--- src/rtl/dpwm_pkg.sv ---
`timescale 1ns/1ps
package dpwm_pkg;
    localparam int NUM_LEGS = 2;

    typedef enum logic [1:0] {
        CAR_IDLE,
        CAR_UP,
        CAR_DOWN
    } car_state_t;

    typedef enum logic [2:0] {
        GT_OFF,
        GT_DEAD_TO_A,
        GT_A,
        GT_DEAD_TO_B,
        GT_B
    } gate_state_t;
endpackage

--- src/rtl/dpwm_carrier.sv ---
`timescale 1ns/1ps
module dpwm_carrier
    import dpwm_pkg::*;
#(
    parameter int PRD   = 2500,
    parameter int CNT_W = $clog2(PRD + 1)
) (
    input  logic             clk,
    input  logic             rst_n,
    output logic [CNT_W-1:0] cnt_o,
    output logic             down_o,
    output logic             zero_o
);
    car_state_t       st_q, st_d;
    logic [CNT_W-1:0] cnt_q, cnt_d;

    // state register
    always_ff @(posedge clk or negedge rst_n) begin
        if (!rst_n) begin
            st_q  <= CAR_IDLE;
            cnt_q <= '0;
        end else begin
            st_q  <= st_d;
            cnt_q <= cnt_d;
        end
    end

    // next state: count up to PRD, then back down to zero
    always_comb begin
        st_d  = st_q;
        cnt_d = cnt_q;
        unique case (st_q)
            CAR_IDLE: begin
                st_d  = CAR_UP;
                cnt_d = '0;
            end
            CAR_UP: begin
                if (cnt_q == CNT_W'(PRD - 1)) begin
                    cnt_d = CNT_W'(PRD);
                    st_d  = CAR_DOWN;
                end else begin
                    cnt_d = cnt_q + 1'b1;
                end
            end
            CAR_DOWN: begin
                if (cnt_q == CNT_W'(1)) begin
                    cnt_d = '0;
                    st_d  = CAR_UP;
                end else begin
                    cnt_d = cnt_q - 1'b1;
                end
            end
            default: begin
                st_d  = CAR_IDLE;
                cnt_d = '0;
            end
        endcase
    end

    // outputs
    always_comb begin
        cnt_o  = cnt_q;
        down_o = (st_q == CAR_DOWN);
        zero_o = (st_q == CAR_UP) && (cnt_q == '0);
    end
endmodule

--- src/rtl/dpwm_shadow.sv ---
`timescale 1ns/1ps
module dpwm_shadow
    import dpwm_pkg::*;
#(
    parameter int PRD   = 2500,
    parameter int CMD_W = 16,
    parameter int CNT_W = $clog2(PRD + 1)
) (
    input  logic                              clk,
    input  logic                              rst_n,
    input  logic signed [CMD_W-1:0]           cmd_i,
    input  logic                              load_i,
    output logic [NUM_LEGS-1:0][CNT_W-1:0]    cmp_o
);
    localparam int PW = CMD_W + 1 + CNT_W;

    logic signed [CMD_W:0]              cmd_ext;
    logic [NUM_LEGS-1:0][CNT_W-1:0]     cmp_d;
    logic [NUM_LEGS-1:0][CNT_W-1:0]     cmp_q;

    assign cmd_ext = {cmd_i[CMD_W-1], cmd_i};

    for (genvar g = 0; g < NUM_LEGS; g++) begin : g_leg
        logic signed [CMD_W:0] sgn;
        logic [CMD_W:0]        mag;
        logic [PW-1:0]         prod;
        logic [PW-1:0]         scl;

        if (g == 0) begin : g_pos
            assign sgn = cmd_ext;
        end else begin : g_neg
            assign sgn = -cmd_ext;
        end

        // positive half only; the other sign clamps this leg
        assign mag  = sgn[CMD_W] ? '0 : $unsigned(sgn);
        assign prod = PW'(mag) * PW'(PRD);
        assign scl  = prod >> (CMD_W - 1);
        assign cmp_d[g] = (scl > PW'(PRD)) ? CNT_W'(PRD) : scl[CNT_W-1:0];
    end

    // shadow load, only at the carrier valley
    always_ff @(posedge clk or negedge rst_n) begin
        if (!rst_n) begin
            cmp_q <= '0;
        end else if (load_i) begin
            cmp_q <= cmp_d;
        end
    end

    assign cmp_o = cmp_q;
endmodule

--- src/rtl/dpwm_leg.sv ---
`timescale 1ns/1ps
module dpwm_leg
    import dpwm_pkg::*;
#(
    parameter int DT    = 125,
    parameter int CNT_W = 12,
    parameter int DT_W  = $clog2(DT + 1)
) (
    input  logic             clk,
    input  logic             rst_n,
    input  logic [CNT_W-1:0] cnt_i,
    input  logic             down_i,
    input  logic [CNT_W-1:0] cmp_i,
    input  logic             zero_i,
    output logic             gate_hi_o,
    output logic             gate_lo_o
);
    gate_state_t     st_q, st_d;
    logic [DT_W-1:0] tmr_q, tmr_d;
    logic            raw;

    // symmetric compare: cnt < cmp rising, cnt <= cmp falling
    assign raw = down_i ? (cnt_i <= cmp_i) : (cnt_i < cmp_i);

    // state register
    always_ff @(posedge clk or negedge rst_n) begin
        if (!rst_n) begin
            st_q  <= GT_OFF;
            tmr_q <= '0;
        end else begin
            st_q  <= st_d;
            tmr_q <= tmr_d;
        end
    end

    // next state
    always_comb begin
        st_d  = st_q;
        tmr_d = tmr_q;
        unique case (st_q)
            GT_OFF: begin
                if (zero_i) begin
                    st_d  = raw ? GT_DEAD_TO_A : GT_DEAD_TO_B;
                    tmr_d = '0;
                end
            end
            GT_DEAD_TO_A: begin
                if (!raw) begin
                    st_d  = GT_DEAD_TO_B;
                    tmr_d = '0;
                end else if (tmr_q == DT_W'(DT - 1)) begin
                    st_d  = GT_A;
                end else begin
                    tmr_d = tmr_q + 1'b1;
                end
            end
            GT_A: begin
                if (!raw) begin
                    st_d  = GT_DEAD_TO_B;
                    tmr_d = '0;
                end
            end
            GT_DEAD_TO_B: begin
                if (raw) begin
                    st_d  = GT_DEAD_TO_A;
                    tmr_d = '0;
                end else if (tmr_q == DT_W'(DT - 1)) begin
                    st_d  = GT_B;
                end else begin
                    tmr_d = tmr_q + 1'b1;
                end
            end
            GT_B: begin
                if (raw) begin
                    st_d  = GT_DEAD_TO_A;
                    tmr_d = '0;
                end
            end
            default: begin
                st_d  = GT_OFF;
                tmr_d = '0;
            end
        endcase
    end

    // outputs
    always_comb begin
        gate_hi_o = (st_q == GT_A);
        gate_lo_o = (st_q == GT_B);
    end
endmodule

--- src/rtl/dpwm_hbridge.sv ---
`timescale 1ns/1ps
module dpwm_hbridge
    import dpwm_pkg::*;
#(
    parameter int PRD   = 2500,
    parameter int DT    = 125,
    parameter int CMD_W = 16
) (
    input  logic                    clk,
    input  logic                    rst_n,
    input  logic signed [CMD_W-1:0] cmd_i,
    output logic                    trig_o,
    output logic                    leg1_hi_o,
    output logic                    leg1_lo_o,
    output logic                    leg2_hi_o,
    output logic                    leg2_lo_o
);
    localparam int CNT_W = $clog2(PRD + 1);
    localparam int DT_W  = $clog2(DT + 1);

    logic [CNT_W-1:0]                car_cnt;
    logic                            car_down;
    logic                            car_zero;
    logic [NUM_LEGS-1:0][CNT_W-1:0]  cmp_q;
    logic [NUM_LEGS-1:0]             leg_hi;
    logic [NUM_LEGS-1:0]             leg_lo;

    dpwm_carrier #(.PRD(PRD), .CNT_W(CNT_W)) u_carrier (
        .clk    (clk),
        .rst_n  (rst_n),
        .cnt_o  (car_cnt),
        .down_o (car_down),
        .zero_o (car_zero)
    );

    dpwm_shadow #(.PRD(PRD), .CMD_W(CMD_W), .CNT_W(CNT_W)) u_shadow (
        .clk    (clk),
        .rst_n  (rst_n),
        .cmd_i  (cmd_i),
        .load_i (car_zero),
        .cmp_o  (cmp_q)
    );

    for (genvar g = 0; g < NUM_LEGS; g++) begin : g_leg
        dpwm_leg #(.DT(DT), .CNT_W(CNT_W), .DT_W(DT_W)) u_leg (
            .clk       (clk),
            .rst_n     (rst_n),
            .cnt_i     (car_cnt),
            .down_i    (car_down),
            .cmp_i     (cmp_q[g]),
            .zero_i    (car_zero),
            .gate_hi_o (leg_hi[g]),
            .gate_lo_o (leg_lo[g])
        );
    end

    assign trig_o    = car_zero;
    assign leg1_hi_o = leg_hi[0];
    assign leg1_lo_o = leg_lo[0];
    assign leg2_hi_o = leg_hi[1];
    assign leg2_lo_o = leg_lo[1];
endmodule

--- config.mk ---
export PLATFORM = sky130hd
export DESIGN_NAME = dpwm_hbridge
export DESIGN_NICKNAME = d
export VERILOG_FILES = /design/src/rtl/dpwm_pkg.sv /design/src/rtl/dpwm_carrier.sv /design/src/rtl/dpwm_shadow.sv /design/src/rtl/dpwm_leg.sv /design/src/rtl/dpwm_hbridge.sv
export SDC_FILE = /design/constraint.sdc
export NUM_CORES = 1
export LEC_CHECK = 0
export ABC_AREA = 1
export BUFFER_PORTS_ARGS = -buffer_cell sky130_fd_sc_hd__buf_4
export CAP_MARGIN = 30
export CORE_MARGIN = 2
export CORE_UTILIZATION = 25
export CTS_CLUSTER_DIAMETER = 40
export DETAILED_ROUTE_END_ITERATION = 8
export GPL_ROUTABILITY_DRIVEN = 0
export GPL_TIMING_DRIVEN = 0
export PLACE_DENSITY = 0.4
export SLEW_MARGIN = 20
export SYNTH_ARGS = -nofsm -noshare
export SYNTH_HDL_FRONTEND = slang
export SYNTH_SLANG_ARGS = --single-unit
--- constraint.sdc ---
create_clock -name clk -period 3 [get_ports clk]
set_clock_uncertainty 0.15 [all_clocks]
set_input_delay 0.3 -clock clk [delete_from_list [all_inputs] [get_ports clk]]
set_output_delay 0.3 -clock clk [all_outputs]
set_load 0.01 [all_outputs]
# After elaboration in Yosys (flattened, before gate mapping)
# Index checks and enable logic that the tools add are counted.
# W data, S select, Z words.
[totals]
wordCells = 100
regBits = 58
output_inout_bits = 5
inputBits = 18
[op_classes]
multipliers = 2
order_cmp = 6
reduce_logical = 10
muxes = 43
eq_ne = 26
n_addsub = 5
[ops]
columns = ["op", "n"]
rows = [
  ["$mux W7", 11],
  ["$pmux W7 S5", 2],
  ["$mul A17 B10 Y27 const B", 2],
  ["$mux W12", 4],
  ["$mux W3", 14],
  ["$pmux W3 S5", 2],
  ["$gt A14 B12 Y1 const B", 2],
  ["$le A12 B12 Y1", 2],
  ["$lt A12 B12 Y1", 2],
  ["$pmux W12 S2", 1],
  ["$neg A16 Y17", 1],
  ["$mux W16", 1],
  ["$mux W15", 1],
  ["$add A7 B1 Y7 const B", 2],
  ["$eq A7 B7 Y1 const B", 2],
  ["$add A12 B1 Y12 const B", 1],
  ["$eq A12 B1 Y1 const B", 1],
  ["$eq A12 B12 Y1 const B", 1],
  ["$eq A3 B2 Y1 const B", 4],
  ["$logic_not A12 Y1", 1],
  ["$sub A12 B1 Y12 const B", 1],
  ["$ne A2 B2 Y1 const B", 5],
  ["$reduce_and A5 Y1", 2],
  ["$mux W2", 4],
  ["14 further kinds", 23],
]

# Depth between registers and ports, before layout
# Gate-level depths: netlist of run 1.
[depth]
ltp_word = 5
depth_mapped = 39
mapped_depth_nobuf = 38

# By module
# From an unflattened synthesis of run 1, not the netlist that was laid out.
[unflattened]
hier_cells = 1401
hier_area_um2 = 9999.6
[by_module_without_submodules]
columns = ["module", "cells_each", "n_inst", "area_per_inst_um2"]
rows = [
  ["dpwm_shadow", 892, 1, 6552.5],
  ["dpwm_leg", 161, 2, 1129.8],
  ["dpwm_carrier", 187, 1, 1187.4],
]

# Least setup slack after synthesis of run 1
# OpenSTA, ideal clock, no wires.
[synth_timing]
path_kind = "input -> register"
from = "in cmd_i[0]"
to = "reg u_shadow.cmp_q (netlist bit u_shadow.cmp_o[18])"
path_buffers = 1
stages = 29
arrival_ns = 5.830
slack_ns = -3.101
path_cell_list = "inv_1 -> ha_1 -> nand2_2 -> nor2_4 -> nand2_2 -> nand2_4 -> clkinv_1 -> nor3_1 -> fa_1 -> ha_1 -> fa_1 -> ha_1 -> inv_1 -> fa_1 -> inv_1 -> ha_1 -> a21o_1 -> a31oi_1 -> o21ai_0 -> a21oi_1 -> nand3_1 -> nand2_2 -> nand3_1 -> nand2_1 -> nand2_1 -> o21bai_2 -> nand2_2 -> buf_6 -> a21oi_2"
[synth_between]
elab_chain_cells = 5
[synth_rtl]
columns = ["item", "line_no", "rtl"]
rows = [
  ["start: declaration", "dpwm_hbridge.sv:11", "input logic signed [CMD_W-1:0] cmd_i,"],
  ["$neg A16 Y17 (*)", "dpwm_shadow.sv:32", "assign sgn = -cmd_ext;"],
  ["$mux W16 (*)", "dpwm_shadow.sv:36", "assign mag = sgn[CMD_W] ? '0 : $unsigned(sgn);"],
  ["$mul A17 B10 Y27 (*)", "dpwm_shadow.sv:37", "assign prod = PW'(mag) * PW'(PRD);"],
  ["$gt A14 B12 Y1", "dpwm_shadow.sv:39", "assign cmp_d[g] = (scl > PW'(PRD)) ? CNT_W'(PRD) : scl[CNT_W-1:0];"],
  ["$mux W12 (*)", "dpwm_shadow.sv:39", ""],
  ["end signal: assignment", "dpwm_shadow.sv:47", "cmp_q <= cmp_d;"],
  ["end: declaration", "dpwm_shadow.sv:19", "logic [NUM_LEGS-1:0][CNT_W-1:0] cmp_q;"],
]
# Mark *: on every way between the ends. The rest lies on a longest branch, timed or not.
# A chain may end at the register's enable or synchronous reset.

# Final worst setup path of run 1
[layout_timing]
from = "in cmd_i[2]"
to = "reg u_shadow.cmp_q (netlist bit u_shadow.cmp_o[16])"
# Same word-level chain as after synthesis.

==> impl_metrics.json, run 1 <==
{
  "fp.dieW_um": 200,
  "first_pass_iters": 6,
  "via_count": 8373,
  "dpl_cell_area_um2": 10800,
  "fp.dieArea_um2": 39800,
  "final_max_slew_viol_count": 0,
  "synthArstFlopShare_pct": 100,
  "numPortBuffers": 21,
  "gr-total-overflow": 0,
  "synth_edf_count": 0,
  "slowest_delay_ps": 540,
  "globalRouteTotalUtil_pct": 13.1,
  "muxShareOfSynthArea_pct": 0,
  "start_kind": "primary input",
  "hpwl_mm": 20.3,
  "finalSetupViolCount": 24,
  "final_area_um2": 12200,
  "timing.final.ws_setup_ps": -2660,
  "die_y_um": 200,
  "clk_latency_ps": 330,
  "period_share_pct": 189,
  "whs_endpoint": "u_shadow.cmp_o[21]",
  "grt_pass1_wl_mm": 42.2,
  "grt_max_degree": 59,
  "ys.flop_type": "dfrtp_1",
  "max_slew.worst_pin.slew_ps": 777,
  "synth_simple_gate_area_share_pct": 22.1,
  "min_period_ps": 5660,
  "cp_num_buf_inv": 11,
  "synth_area_um2": 9560,
  "cts_htree_levels": 3,
  "areaGrowthSynthToFinish_pct": 27.9,
  "io_pins": 23,
  "drt_iter0_drc": 217,
  "slew-limit-headroom_pct": 48.0,
  "max_cap_violations": 0,
  "core_um2": 37700,
  "diodes": 0,
  "wl_per_cell_um": 12.7,
  "r2r_cells": 12,
  "synth_cell_types": 42,
  "outcome": "finished with violations",
  "worstSetupPathType": "primary input to flop",
  "seq_area_frac_synth_pct": 15.2,
  "cp-end-kind": "flop",
  "powerDensity_nw_per_um2": 544,
  "fin_nets": 1683,
  "antenna_found_initial": 0,
  "first_global_vias": 8389,
  "synth_top_family_by_area": "adder cells",
  "synthCells": 1329,
  "cp.arrival_ps": 5730,
  "root_buffer": "clkbuf_16",
  "row_count": 71,
  "min_from": "u_shadow.cmp_o[21]",
  "leakage_uw": 0.00626,
  "drive_gt1_share_pct": 21.7,
  "routed_wl_mm": 24.8,
  "clock_path_buffers": 2,
  "critPathTopFamily": "adder cells",
  "numCtsBuffers": 9,
  "dp_cells": 1862,
  "peakVddDrop_uv": 225,
  "synth_nets": 1582,
  "violations": "setup timing",
  "synth_fa_ha_area_share_pct": 35.8,
  "path_clk_slew_ps": 50,
  "ff2ff_setup_slack_ps": 10,
  "clock_sinks": 58,
  "rsz0062_at_grt": "yes",
  "ys_seq_elements": 58,
  "cp.required_ps": 3070,
  "final_util_pct": 32.4,
  "drtAntennaViolNets": 0,
  "place_ws_ps": -3740,
  "hold_violations": 0,
  "hp-class": "flop to flop",
  "whs_path_depth": 2,
  "fmax_ghz": 0.177,
  "fin_cells": 1945,
  "cts_tree": "built",
  "synth_xor_area_share_pct": 2.38,
  "start_util_pct": 25.4,
  "ys_warn_count": 0,
  "power.total_uw": 6650,
  "drc_errors": 0,
  "crit_fanout": 5,
  "reg2reg_to": "g_leg[1].u_leg.st_q[1]",
  "syn_area_per_cell_um2": 7.19,
  "synth_compound_area_share_pct": 11.8,
  "r2r-start": "u_carrier.cnt_o[9]",
  "slowest_stage": "fa_1",
  "viasPerCell": 4.30
}
==> power by group <==
group / leakage (uW) / switching [uW] / total, uW / internal (uW)
registers: 0.000734 / 148 / 1150 / 997
logic: 0.00540 / 2730 / 4600 / 1860
clock network: 0.000129 / 360 / 908 / 548
total: 0.00626 / 3240 / 6650 / 3410
==> metal layers <==
layer	track usage (%)	share of wire, %	vias up
met3	1.01	1.9	17
met4	2.06	0.72	0
li1	-	-	4426
met5	0	0	-
met2	22.6	48	81
met1	18.1	50	3849
==> state kept, by name (all words and copies together), names as in the netlist <==
register / count
u_shadow.cmp_o: 24
u_carrier.st_q: 2
g_leg.u_leg.st_q: 6
u_carrier.cnt_o: 12
g_leg.u_leg.tmr_q: 14
==> cell families (layout without fill, tap and decap cells) <==
logic type	after synthesis	in the layout
buf+inv	317	422
xor+xnor	26	26
compound gates	199	199
simple gates	494	494
flops	58	58
fa+ha+maj	235	235
==> worst max-delay path by stage <==
stage / slack, ps / cells after the start / startpoint / to
after floorplan: -2640 / 38 / cmd_i[2] / u_shadow.cmp_o[15]
after global placement: -3920 / 35 / cmd_i[0] / u_shadow.cmp_o[16]
after detailed placement: -3740 / 39 / cmd_i[2] / u_shadow.cmp_o[21]
after CTS: -2990 / 39 / cmd_i[1] / u_shadow.cmp_o[16]
after global routing: -2990 / 37 / cmd_i[2] / u_shadow.cmp_o[16]
final: -2660 / 36 / cmd_i[2] / u_shadow.cmp_o[16]
==> worst register-to-register path, stage by stage, from the launching register on <==
cell and delay, ps:
dfrtp_1 490, ha_1 360, a21oi_1 150, nor2_1 50
a211oi_1 180, o211ai_1 120, nand2_1 160, inv_1 110
nand2_1 80, nand2_1 50, a21oi_1 580, nand2_1 200
o31ai_1 230
==> stage by stage <==
stage | hold WS [ps] | setup TNS (ps)
2_1_floorplan | -146 | -51810
3_3_place_gp | 300 | -75960
3_5_place_dp | 302 | -73800
4_1_cts | 335 | -59360
5_1_grt | 350 | -61340
6_report | 330 | -52090
==> synthesized netlist by cell type, types with 7 or more instances <==
| cell type | instances | area share (%) |
|---|---|---|
| a21o_1 | 9 | 0.71 |
| a21oi_1 | 91 | 4.8 |
| clkbuf_1 | 7 | 0.27 |
| dfrtp_1 | 58 | 15 |
| fa_1 | 64 | 13 |
| ha_1 | 171 | 22 |
| inv_1 | 304 | 12 |
| nand2_1 | 225 | 8.8 |
| nand2_2 | 12 | 0.79 |
| nand3_1 | 56 | 2.9 |
| nand4_1 | 12 | 0.79 |
| nor2_1 | 142 | 5.6 |
| nor3_1 | 26 | 1.4 |
| o21ai_0 | 55 | 2.9 |
| o21bai_1 | 7 | 0.55 |
| xor2_1 | 21 | 1.9 |
==> final cells by class <==
cell class                 count  area [um^2]
fill                        4165        25400
multi-input combinational    954         7870
sequential                    58         1450
inverter                     307         1180
timing repair buffer          91          728
tap                          511          639
clock buffer                  11          233
buffer                         9         93.8
clock inverter                 4         20.0
==> layout by cell type, fill, tap and decap left out, drive strengths merged, types with 17 or more instances in the layout <==
cell type / Yosys / layout
a21oi: 96 / 96
buf: 3 / 93
clkbuf: 7 / 17
dfrtp: 58 / 58
fa: 64 / 64
ha: 171 / 171
inv: 305 / 303
nand2: 238 / 238
nand3: 60 / 60
nor2: 145 / 145
nor3: 26 / 26
o21ai: 57 / 57
xor2: 21 / 21
==> repair_timing <==
action | CTS | global route
buffers inserted | 24 | 41
gates cloned | 1 | 2
setup endpoints to repair | 27 | 41
pin swaps | 43 | 80
endpoints found under the hold margin | 58 | 0
gates resized for setup | 46 | 116
hold buffers | 1 | 0
No activity file was read; power rests on OpenSTA's default activity.
==> inputs of run 2 (changes only) <==
CORE_MARGIN = unset   (was 2)
==> impl_metrics.json, run 2 (synthesized netlist as in run 1, its figures left out) <==
{
  "critPathTopFamily": "adder cells",
  "r2r-start": "u_carrier.cnt_o[9]",
  "clock_sinks": 58,
  "switchingPower_uw": 3340,
  "slowest_delay_ps": 490,
  "start_util_pct": 25.4,
  "diodes": 0,
  "comb_power_share_pct": 67.0,
  "io_pins": 23,
  "min_from": "u_shadow.cmp_o[10]",
  "start_kind": "primary input",
  "largest_register_ffs": 24,
  "rsz0062_at_grt": "yes",
  "slew-limit-headroom_pct": 47.8,
  "hp-class": "flop to flop",
  "drc_errors": 0,
  "cp.required_ps": 3070,
  "cts_tree": "built",
  "cp_num_buf_inv": 9,
  "max_slew.worst_pin.slew_ps": 780,
  "hold_slack_ps": 320,
  "hpwl_mm": 20.3,
  "row_count": 71,
  "drtAntennaViolNets": 0,
  "cp-end-kind": "flop",
  "drt_iter0_drc": 230,
  "path_clk_slew_ps": 50,
  "fp.dieArea_um2": 39000,
  "p_seq_share_pct": 16.1,
  "grt_pass1_wl_mm": 42.0,
  "viasPerCell": 4.29,
  "layout_common_cells": "inv_1 (277), nand2_1 (191), ha_1 (142)",
  "root_buffer": "clkbuf_16",
  "via_count": 8349,
  "numPortBuffers": 21,
  "ff2ff_setup_slack_ps": 30,
  "max_cap_violations": 0,
  "first_pass_iters": 4,
  "die_y_um": 198,
  "fp.dieW_um": 198,
  "slowest_stage": "fa_1",
  "fmax_ghz": 0.178,
  "crit_cells": 33,
  "antenna_found_initial": 0,
  "grt_max_degree": 59,
  "min_period_ps": 5600,
  "areaGrowthSynthToFinish_pct": 30.2,
  "core_um2": 37700,
  "clk_latency_ps": 330,
  "numCtsBuffers": 9,
  "powerDensity_nw_per_um2": 573,
  "whs_path_depth": 2,
  "final_max_slew_viol_count": 0,
  "crit_fanout": 5,
  "wl_per_cell_um": 12.8,
  "critPathLaunch": "cmd_i[2]",
  "outcome": "finished with violations",
  "violations": "setup timing",
  "final_common_cell": "inv_1",
  "clkPwrFrac_pct": 16.9,
  "cp.arrival_ps": 5670,
  "first_global_vias": 8439,
  "fin_nets": 1686,
  "period_share_pct": 187,
  "clock_path_buffers": 2,
  "drive_gt1_share_pct": 22.6,
  "peakVddDrop_uv": 218,
  "worstSetupPathType": "primary input to flop",
  "r2r_cells": 12,
  "place_ws_ps": -3730,
  "gr-total-overflow": 0,
  "p_int_uw": 3800,
  "cts_htree_levels": 3,
  "globalRouteTotalUtil_pct": 13.3,
  "reg2reg_to": "g_leg[1].u_leg.st_q[1]",
  "routed_wl_mm": 25.0,
  "timing.final.ws_setup_ps": -2600,
  "leakage_uw": 0.00633,
  "swShare_pct": 46.8,
  "finalSetupViolCount": 24,
  "hold_violations": 0,
  "whs_endpoint": "u_shadow.cmp_o[10]"
}
## run 2: cell types whose count changed in the layout (fill, tap and decap cells not counted), moves of 3 or more
cell,previous run,this run
ha_1,145,142
clkinv_2,4,1
nand2_4,8,11
nand2_1,194,191
bufinv_16,0,3
ha_4,24,28
inv_1,280,277
## run 2: power groups by stage
stage / logic [uW] / registers [uW] / clock network, uW
floorplan: 3040 / 1120 / 0
global placement: 3930 / 1160 / 0
detailed placement: 3930 / 1160 / 0
CTS: 4180 / 1150 / 1240
global route: 5450 / 1180 / 1280
finish: 4780 / 1150 / 1210
## run 2: how the worst max path moves through the flow
| stage | endpoint | slack [ps] |
|---|---|---|
| after floorplan | u_shadow.cmp_o[15] | -2640 |
| after global placement | u_shadow.cmp_o[16] | -3920 |
| after detailed placement | u_shadow.cmp_o[21] | -3730 |
| after CTS | u_shadow.cmp_o[16] | -2960 |
| after global routing | u_shadow.cmp_o[22] | -2950 |
| final | u_shadow.cmp_o[16] | -2600 |
## run 2: per-layer routing
layer | track usage (%) | up-vias | part of all wire [%]
met4 | 2.30 | 0 | 0.86
met3 | 0.939 | 17 | 1.2
met2 | 22.8 | 66 | 47
met5 | 0 | - | 0
li1 | - | 4436 | -
met1 | 18.3 | 3830 | 51
## run 2: worst min-delay path, stage by stage (launching register included)
cell,delay [ps]
dfrtp_1,340
nand2_1,50
nand2_1,40
## run 2: repair_timing
action	CTS	global route
endpoints found under the hold margin	58	0
hold buffers	1	0
setup endpoints to repair	26	41
setup buffers	25	43
gates resized for setup	53	132
gates cloned	1	2
pin swaps	48	103
## run 2: final cells by class
cell class / count / area, um^2
Clock inverter: 5 / 103
Buffer: 9 / 86.3
Inverter: 307 / 1180
Timing Repair Buffer: 94 / 758
Fill cell: 4136 / 25200
Sequential cell: 58 / 1450
Multi-Input combinational cell: 954 / 7980
Tap cell: 511 / 639
Clock buffer: 10 / 239
## run 2: stage by stage
stage	power, uW	cell area [um^2]	setup TNS (ps)	utilization (%)	instances
2_1_floorplan	4160	9990	-51810	-	1329
3_3_place_gp	5090	10800	-75880	28.6	1861
3_5_place_dp	5090	10800	-73420	28.6	1862
4_1_cts	6570	11500	-58500	30.6	1903
5_1_grt	7910	12400	-62090	33.0	1948
6_report	7130	12400	-52110	33.0	1948
